$ cat src/rtl/swstrap_pkg.sv
package swstrap_pkg;
  localparam int REG_W  = 16;
  localparam int ADDR_W = 5;

  typedef struct packed {
    logic       mdix;
    logic       anen;
    logic [1:0] mode;
    logic       led;
  } strap_t;

  // adv order: {100 full, 100 half, 10 full, 10 half}
  typedef struct packed {
    logic       speed100;
    logic       anen;
    logic       full;
    logic [3:0] adv;
  } link_cfg_t;

  function automatic link_cfg_t decode_link(input logic anen, input logic [1:0] mode);
    link_cfg_t c;
    c.anen = anen;
    if (!anen) begin
      c.speed100 = mode[1];
      c.full     = mode[0];
      c.adv      = 4'b0001 << mode;
    end else begin
      case (mode)
        2'b00:   c.adv = 4'b0011;
        2'b01:   c.adv = 4'b1100;
        2'b10:   c.adv = 4'b0101;
        default: c.adv = 4'b1111;
      endcase
      c.speed100 = c.adv[3] | c.adv[2];
      c.full     = c.speed100 ? c.adv[3] : c.adv[1];
    end
    return c;
  endfunction
endpackage

$ cat src/rtl/swstrap_reg.sv
module swstrap_reg
  import swstrap_pkg::*;
#(
  parameter int AW = ADDR_W,
  parameter logic [AW-1:0] STRAP_ADDR = 'h09
) (
  input  logic          clk,
  input  logic          rst_n,
  input  strap_t        hw_strap,
  input  logic          wr_fire,
  input  logic [AW-1:0] wr_addr,
  input  logic [5:0]    wr_hi,
  output logic          init_done,
  output logic          cfg_done,
  output strap_t        strap
);
  logic hit;
  assign hit = wr_fire && (wr_addr == STRAP_ADDR);

  always_ff @(posedge clk or negedge rst_n) begin
    if (!rst_n) begin
      init_done <= 1'b0;
      cfg_done  <= 1'b0;
      strap     <= '0;
    end else if (!init_done) begin
      init_done <= 1'b1;
      strap     <= hw_strap;
    end else if (hit) begin
      cfg_done  <= wr_hi[5];
      strap     <= strap_t'(wr_hi[4:0]);
    end
  end

  a_r1_no_write_before_init: assert property (@(posedge clk) disable iff (!rst_n)
    !init_done |-> !wr_fire);
  a_r2_hold_without_write: assert property (@(posedge clk) disable iff (!rst_n)
    (init_done && !hit) |=> $stable(strap) && $stable(cfg_done));
endmodule

$ cat src/rtl/swstrap_pulse.sv
module swstrap_pulse (
  input  logic clk,
  input  logic rst_n,
  input  logic cfg_done,
  output logic pulse,
  output logic phy_release
);
  logic done_q;
  assign pulse = cfg_done & ~done_q;

  always_ff @(posedge clk or negedge rst_n) begin
    if (!rst_n) begin
      done_q      <= 1'b0;
      phy_release <= 1'b0;
    end else begin
      done_q <= cfg_done;
      if (pulse) phy_release <= 1'b1;
    end
  end

  a_r3_pulse_one_cycle: assert property (@(posedge clk) disable iff (!rst_n)
    pulse |=> !pulse);
  a_r3_pulse_needs_done: assert property (@(posedge clk) disable iff (!rst_n)
    pulse |-> cfg_done);
  a_r9_release_sticky: assert property (@(posedge clk) disable iff (!rst_n)
    phy_release |=> phy_release);
  a_r9_release_after_pulse: assert property (@(posedge clk) disable iff (!rst_n)
    pulse |=> phy_release);
endmodule

$ cat src/rtl/swstrap_targets.sv
module swstrap_targets
  import swstrap_pkg::*;
#(
  parameter int W  = REG_W,
  parameter int AW = ADDR_W,
  parameter logic [AW-1:0] BMCR_ADDR  = 'h00,
  parameter logic [AW-1:0] ANAR_ADDR  = 'h04,
  parameter logic [AW-1:0] LEDCR_ADDR = 'h18,
  parameter logic [AW-1:0] PHYCR_ADDR = 'h19,
  parameter logic [W-1:0]  ANAR_RST   = 'h0001
) (
  input  logic          clk,
  input  logic          rst_n,
  input  logic          wr_fire,
  input  logic [AW-1:0] wr_addr,
  input  logic [W-1:0]  wr_data,
  input  logic          load,
  input  strap_t        src,
  output logic [W-1:0]  bmcr,
  output logic [W-1:0]  anar,
  output logic [W-1:0]  phycr,
  output logic [W-1:0]  ledcr
);
  localparam int N = 4;
  localparam logic [N-1:0][AW-1:0] ADDRS = {PHYCR_ADDR, LEDCR_ADDR, ANAR_ADDR, BMCR_ADDR};
  localparam logic [N-1:0][W-1:0]  RSTS  = {{W{1'b0}}, {W{1'b0}}, ANAR_RST, {W{1'b0}}};

  link_cfg_t lc;
  logic [N-1:0][W-1:0] mask, val, img;

  always_comb begin
    lc   = decode_link(src.anen, src.mode);
    mask = '0;
    val  = '0;
    mask[0][13] = 1'b1; val[0][13] = lc.speed100;
    mask[0][12] = 1'b1; val[0][12] = lc.anen;
    mask[0][8]  = 1'b1; val[0][8]  = lc.full;
    mask[1][8:5] = 4'hF; val[1][8:5] = lc.adv;
    mask[2][5]  = 1'b1; val[2][5]  = src.led;
    mask[3][15] = 1'b1; val[3][15] = src.mdix;
  end

  for (genvar i = 0; i < N; i++) begin : g_img
    always_ff @(posedge clk or negedge rst_n) begin
      if (!rst_n)
        img[i] <= RSTS[i];
      else if (load)
        img[i] <= (img[i] & ~mask[i]) | (val[i] & mask[i]);
      else if (wr_fire && wr_addr == ADDRS[i])
        img[i] <= wr_data;
    end
  end

  assign bmcr  = img[0];
  assign anar  = img[1];
  assign ledcr = img[2];
  assign phycr = img[3];

  a_r7_mdix_loaded: assert property (@(posedge clk) disable iff (!rst_n)
    load |=> phycr[15] == $past(src.mdix));
  a_r7_led_loaded: assert property (@(posedge clk) disable iff (!rst_n)
    load |=> ledcr[5] == $past(src.led));
  a_r7_phycr_rest_kept: assert property (@(posedge clk) disable iff (!rst_n)
    load |=> phycr[14:0] == $past(phycr[14:0]));
  a_r6_selector_kept: assert property (@(posedge clk) disable iff (!rst_n)
    load |=> anar[4:0] == $past(anar[4:0]));
  a_r10_no_write_on_load: assert property (@(posedge clk) disable iff (!rst_n)
    load |-> !wr_fire);
endmodule

$ cat src/rtl/swstrap_latch.sv
module swstrap_latch
  import swstrap_pkg::*;
#(
  parameter int W  = REG_W,
  parameter int AW = ADDR_W
) (
  input  logic          clk,
  input  logic          rst_n,
  input  logic          wr_valid,
  output logic          wr_ready,
  input  logic [AW-1:0] wr_addr,
  input  logic [W-1:0]  wr_data,
  input  logic          strap_override,
  input  logic          hw_mdix_en,
  input  logic          hw_an_en,
  input  logic [1:0]    hw_an_mode,
  input  logic          hw_led_sel,
  output logic [W-1:0]  strap_word,
  output logic          int_rst_pulse,
  output logic          phy_release,
  output logic [W-1:0]  bmcr_img,
  output logic [W-1:0]  anar_img,
  output logic [W-1:0]  phycr_img,
  output logic [W-1:0]  ledcr_img
);
  localparam int LOW_W = W - 6;

  strap_t hw_strap, strap, src;
  logic   init_done, cfg_done, wr_fire;

  assign hw_strap = '{mdix: hw_mdix_en, anen: hw_an_en, mode: hw_an_mode, led: hw_led_sel};
  assign wr_ready = init_done & ~int_rst_pulse;
  assign wr_fire  = wr_valid & wr_ready;
  assign src      = strap_override ? strap : hw_strap;
  assign strap_word = {cfg_done, strap, {LOW_W{1'b0}}};

  swstrap_reg #(.AW(AW)) u_reg (
    .clk(clk), .rst_n(rst_n), .hw_strap(hw_strap), .wr_fire(wr_fire),
    .wr_addr(wr_addr), .wr_hi(wr_data[W-1:W-6]), .init_done(init_done),
    .cfg_done(cfg_done), .strap(strap)
  );

  swstrap_pulse u_pulse (
    .clk(clk), .rst_n(rst_n), .cfg_done(cfg_done),
    .pulse(int_rst_pulse), .phy_release(phy_release)
  );

  swstrap_targets #(.W(W), .AW(AW)) u_tgt (
    .clk(clk), .rst_n(rst_n), .wr_fire(wr_fire), .wr_addr(wr_addr),
    .wr_data(wr_data), .load(int_rst_pulse), .src(src),
    .bmcr(bmcr_img), .anar(anar_img), .phycr(phycr_img), .ledcr(ledcr_img)
  );

  a_r10_ready_low_in_pulse: assert property (@(posedge clk) disable iff (!rst_n)
    int_rst_pulse |-> !wr_ready);
  a_r1_no_release_without_done: assert property (@(posedge clk) disable iff (!rst_n)
    !phy_release |-> !$past(int_rst_pulse));
endmodule

$ cat config.mk
export PLATFORM = sky130hd
export DESIGN_NAME = swstrap_latch
export DESIGN_NICKNAME = d
export VERILOG_FILES = /design/src/rtl/swstrap_pkg.sv /design/src/rtl/swstrap_reg.sv /design/src/rtl/swstrap_pulse.sv /design/src/rtl/swstrap_targets.sv /design/src/rtl/swstrap_latch.sv
export SDC_FILE = /design/constraint.sdc
export NUM_CORES = 1
export LEC_CHECK = 0
export BUFFER_PORTS_ARGS = -buffer_cell sky130_fd_sc_hd__buf_2
export CAP_MARGIN = 25
export CELL_PAD_IN_SITES_DETAIL_PLACEMENT = 1
export CELL_PAD_IN_SITES_GLOBAL_PLACEMENT = 2
export CORE_MARGIN = 2
export CORE_UTILIZATION = 33
export CTS_BUF_LIST = sky130_fd_sc_hd__clkbuf_4 sky130_fd_sc_hd__clkbuf_8 sky130_fd_sc_hd__clkbuf_16
export DETAILED_ROUTE_END_ITERATION = 7
export PLACE_DENSITY = 0.85
export SYNTH_ARGS = -nofsm -noshare
export SYNTH_HDL_FRONTEND = slang
export SYNTH_SLANG_ARGS = --single-unit
$ cat constraint.sdc
create_clock -name clk -period 3.25 [get_ports clk]
set_clock_uncertainty 0.1 [all_clocks]
set_input_delay 0.1625 -clock clk [delete_from_list [all_inputs] [get_ports clk]]
set_output_delay 0.1625 -clock clk [all_outputs]
set_load 0.005 [all_outputs]
# [After elaboration in Yosys (flattened, before gate mapping)]
# Index checks and enable logic that the tools add are counted.
[word_totals] regBits=73 input_bits=30 output_inout_bits=83 word_cells=58
[op_classes] eq_ne=7 n_shift=1 muxes=16 bitwise=10 reduce_logical=12
[ops] op="$mux 16" n=8
[ops] op="$mux 5" n=4
[ops] op="$or 15x16->16" n=1
[ops] op="$or 16x14->16" n=1
[ops] op="$or 16x6->16" n=1
[ops] op="$or 16x9->16" n=1
[ops] op="$pmux 4 s3" n=1
[ops] op="$eq 5x5->1 const B" n=2
[ops] op="$reduce_bool 2->1" n=4
[ops] op="$eq 5x3->1 const B" n=1
[ops] op="$eq 5x4->1 const B" n=1
[ops] op="$logic_and 1x1->1" n=5
[ops] op="$logic_not 5->1" n=1
[ops] op="$mux 4" n=1
[ops] op="$shl 1x2->4 const A" n=1
[ops] op="$and 1x1->1" n=3
[ops] op="$eq 2x1->1 const B" n=1
[ops] op="$eq 2x2->1 const B" n=1
[ops] op="$logic_not 2->1" n=1
[ops] op="$mux 1" n=2
[ops] op="$ne 2x2->1 const B" n=1
[ops] op="$not 1->1" n=2
[ops] op="$reduce_and 2->1" n=1
[ops] op="$or 1x1->1" n=1

# [Longest topological paths before layout]
[logic_depth] ltp_word=9 mapped_depth=8 ltp_nobuf=7

# [Modules after synthesis]
# From an unflattened synthesis, not the netlist that was laid out.
[hier_totals] cells_unflattened=245 hier_area_um2=3275.6
[modules_own_cells] module="swstrap_targets" n_inst=1 cells_per_inst=187 area_per_inst_um2=2696.3 seq_area_each_um2=1602.8
[modules_own_cells] module="swstrap_reg" n_inst=1 cells_per_inst=35 area_per_inst_um2=351.6 seq_area_each_um2=175.2
[modules_own_cells] module="swstrap_latch" n_inst=1 cells_per_inst=19 area_per_inst_um2=157.7 seq_area_each_um2=0.0
[modules_own_cells] module="swstrap_pulse" n_inst=1 cells_per_inst=4 area_per_inst_um2=70.1 seq_area_each_um2=50.0

# [Worst setup path before layout]
# Ideal clock, no wire load.
[synth_timing] path_type="reg2reg" start="register u_reg.cfg_done" end="register u_tgt.img (netlist bit u_tgt.phycr[12])" setup_time_ps=119 arrival_ps=1546 required_ps=3031 slack_ps=1485 path_stages_with_launch=9 n_path_buf=3 cell_sequence="dfrtp_1 > nand2b_1 > buf_4 > inv_4 > or4b_1 > buf_2 > buf_6 > nand2_2 > o21ai_2"
[synth_between] elab_chain_len=6
[synth_rtl] element="from (decl)" line="swstrap_reg.sv:14" source="output logic cfg_done,"
[synth_rtl] element="from (signal assigned)" line="swstrap_reg.sv:29" source="cfg_done <= wr_hi[5];"
[synth_rtl] element="$and 1x1->1 (*)" line="swstrap_pulse.sv:9" source="assign pulse = cfg_done & ~done_q;"
[synth_rtl] element="net int_rst_pulse" line="swstrap_latch.sv:19" source="output logic int_rst_pulse,"
[synth_rtl] element="$not 1->1" line="swstrap_latch.sv:32" source="assign wr_ready = init_done & ~int_rst_pulse;"
[synth_rtl] element="$and 1x1->1" line="swstrap_latch.sv:32"
[synth_rtl] element="$and 1x1->1" line="swstrap_latch.sv:33" source="assign wr_fire = wr_valid & wr_ready;"
[synth_rtl] element="$logic_and 1x1->1" line="swstrap_targets.sv:49" source="else if (wr_fire && wr_addr == ADDRS[i])"
[synth_rtl] element="$reduce_bool 2->1 (no line)"
[synth_rtl] element="to (signal, indexed assignment)" line="swstrap_targets.sv:46" source="img[i] <= RSTS[i];"
[synth_rtl] element="to (signal, indexed assignment)" line="swstrap_targets.sv:48" source="img[i] <= (img[i] & ~mask[i]) | (val[i] & mask[i]);"
[synth_rtl] element="to (signal, indexed assignment)" line="swstrap_targets.sv:50" source="img[i] <= wr_data;"
[synth_rtl] element="to (decl)" line="swstrap_targets.sv:29" source="logic [N-1:0][W-1:0] mask, val, img;"
# Mark *: on every way through the listed nets, which the timed path passes. The rest lies on a longest branch.
# A chain may end at the register's enable or synchronous reset.

# [Worst setup path after layout]
[layout_timing] start="register u_reg.init_done" end="register u_tgt.img (netlist bit u_tgt.anar[3])"
[layout_between] elab_chain_len=4
[layout_rtl] element="from (decl)" line="swstrap_reg.sv:13" source="output logic init_done,"
[layout_rtl] element="from (signal assigned)" line="swstrap_reg.sv:22" source="init_done <= 1'b0;"
[layout_rtl] element="from (signal assigned)" line="swstrap_reg.sv:26" source="init_done <= 1'b1;"
[layout_rtl] element="$and 1x1->1" line="swstrap_latch.sv:32"
[layout_rtl] element="$and 1x1->1" line="swstrap_latch.sv:33"
[layout_rtl] element="$logic_and 1x1->1" line="swstrap_targets.sv:49"
[layout_rtl] element="$reduce_bool 2->1 (no line)"
# No other way between the ends.

==> run metrics <==
core region area=~0.0097 sq mm; Post-CTS Setup Bufs=0; CP max stage delay=580 ps; DIE HEIGHT=a little over 100 microns; routed len/inst=15.57 microns; Post-CTS Resized=0; Post-Syn Instances=300; Post-Syn Area=0.003252 sq mm; final setup violation count=0; post-route ant nets=0; largest net degree at the start of global routing=74; status=complete, no violations; final wirelength=about 8600 microns; Root Buffer Master=clkbuf_8; Synth cell types=31; Pwr Total=2.534 mW; first-pass GRT wire length=13570 microns; gr usage total=between 15 and 20%; chip width=around 100 microns; 1st-iter DRT viols=78; CP Max Fanout=13; Crit path required time=about 3400 ps; area delta synth->final=29.74%; synth warn=0; Fillers=1132; unrepaired setup endpoints after global routing=false; fin crit share=69.27%; Slew @ Worst Pin=between 900 and 1000 ps; PwrDens=between 600 and 700 mW/mm^2; Crit. End Element=flip-flop; drt first pass iters=4; setup TNS=0 ps; Ant. Diodes=0; clk buf depth=2; CTS tree=yes; Clk Latency, worst-skew pair=approximately 350 ps; Slew Viols, Final=0; Vias/cell=around 4.7; via count=about 2.6k; relative slew slack=between 30% and 40%; Seq cells post-synth=73; fin nets=~450; PortBufs=about 100; Period minus WS final=2251 ps; HP Class=input port to flip-flop; placed cell area=about 0.0038 sq mm; Residual DRC=0; total grt overflow=0; Ports=113; Reg-to-Reg Start=u_reg.init_done; maximum vdd ir drop=~0.21 mV; row count=36; R2R Setup Slk=roughly 1000 ps; H-tree level count=3; worst path cell trace=and4bb_2 -> nand4_1 -> mux2_2; antenna violations before repair=0; fraction of layout cells with a size suffix above 1=between 30% and 40%; register area share after synthesis=56.21%; FMAX=between 0.4 and 0.5 GHz; DPL Wire Length=6313 microns; Top delay family on crit path=simple AND/OR/NAND/NOR gates; clk slew on worst S/H paths=approximately 80 ps; CP max stage cell=dfrtp_1; full die area=about 0.011 sq mm; Sink Count=73; startpoint types=flip-flop; Lkg Pwr=2.191 nW; CP arrival=roughly 2400 ps; Hold WS=slightly below 20 ps; post-route cell area=0.004219 sq mm; Placer Congestion=between 0.8 and 0.9; critical path class=flip-flop to flip-flop; vias in the first global route=around 2.5k; CTS Buf Count=9; maxcap violations=0; mean post-synth cell area=10.84 sq um; buffers and inverters on the worst path=0; Hold Path Origin=hw_an_mode[0]; worst setup path startpoint=u_reg.init_done; final hold viol count=0; Initial Utilization=33.58%
==> tightest hold or removal path: stages <==
cell and delay (ps):
buf_2 120, nor2_1 100, a21oi_1 50
==> power breakdown <==
part           internal (mW)  switching, mW  total, mW
Sequential              1.06         0.0936       1.15
Clock                  0.519          0.364      0.883
Combinational          0.238          0.258      0.497
==> area by class of cell <==
type | count | area (sq um) | share of cell area (%)
timing repair buffer | 121 | 690.7 | 16.37
multi-input combinational | 206 | 1271 | 30.13
clock buffer | 9 | 123.9 | 2.936
inverter | 3 | 13.76 | 0.3262
tap | 133 | 166.4 | 3.944
sequential | 73 | 1828 | 43.33
clock inverter | 7 | 125.1 | 2.966
==> cell usage after synthesis, drive strengths merged <==
master / count / area share (%)
or4b: 1 / 0.31
ha: 4 / 1.5
nand3: 3 / 0.46
nand2b: 3 / 0.58
a21oi: 12 / 1.8
clkbuf: 9 / 1.0
nand2: 66 / 8.0
and4bb: 1 / 0.38
or2: 1 / 0.19
nor4: 1 / 0.65
conb: 2 / 0.23
dfstp: 1 / 0.81
nor2: 7 / 0.81
nand3b: 1 / 0.23
dfrtp: 72 / 55
mux2: 16 / 5.5
nor2b: 5 / 0.96
o211ai: 3 / 0.69
nand4b: 2 / 0.54
and2: 1 / 0.19
o21ai: 47 / 9.0
buf: 18 / 4.3
mux2i: 15 / 4.6
nand4: 2 / 0.38
a211oi: 4 / 0.92
inv: 3 / 0.42
==> metal layers <==
metal / routed length, microns / global-route usage [%] / vias to the layer above
met1: 3926 / 23.17 / 1266
met2: 4079 / 26.47 / 68
met3: 415 / 4.368 / 13
met5: 0 / 0 / -
met4: 173 / 6.579 / 0
li1: - / - / 1230
==> cells in the final DEF (no fill, tap or decap), types with 3 or more instances in the layout <==
cell type      instances
nor2b_1                5
mux2i_1               15
a211oi_1               4
nand2b_1               3
nand2_2                5
nand3_1                3
buf_4                  6
nand2_1               61
nor2_1                 7
dlygate4sd3_1         14
a21oi_1               12
o211ai_1               3
ha_1                   4
bufinv_16              3
o21ai_0               32
dfrtp_1               72
clkbuf_8               9
inv_6                  3
buf_2                101
o21ai_2               15
mux2_2                16
conb_1                11
==> sequential cells by signal (all words and copies together), names as in the netlist <==
name,flops
u_tgt.phycr,16
u_reg.init_done,1
u_tgt.bmcr,16
u_tgt.anar,16
u_pulse.done_q,1
u_tgt.ledcr,16
u_reg.cfg_done,1
u_reg.strap,5
u_pulse.phy_release,1
==> through the flow <==
stage / util [%] / setup slack [ps] / std cells
2_1_floorplan: - / 1485 / 309
3_3_place_gp: 39.55 / 1081 / 522
3_5_place_dp: 39.55 / 952.8 / 522
4_1_cts: 43.57 / 951.0 / 552
5_1_grt: 43.57 / 855.1 / 552
6_report: 43.57 / 998.9 / 552
==> repair_timing <==
item                                    4_1_cts  5_1_grt
endpoints found under the setup margin        0        0
hold buffers                                 14        0
hold endpoints to repair                     86        0
==> final timing paths <==
| check | to | cells after the start |
|---|---|---|
| setup / recovery | u_tgt.anar[3] | 3 |
| hold / removal | u_reg.strap[1] | 3 |
| setup reg to reg | u_tgt.anar[3] | 3 |
| hold reg to reg | u_pulse.done_q | 0 |
| max in group asynchronous | u_tgt.bmcr[12] | 2 |
| min in group asynchronous | u_pulse.phy_release | 2 |
==> cell families after synthesis <==
family	count (synthesis)	synth area share (%)
muxes	31	10.16
and+or+nand+nor	94	13.70
other	2	0.2309
buffers and inverters	30	5.733
AOI/OAI and AO/OA	66	12.43
adders and majority gates	4	1.539
DFF	73	56.21
Note: power is estimated with default switching activity, not from simulation.
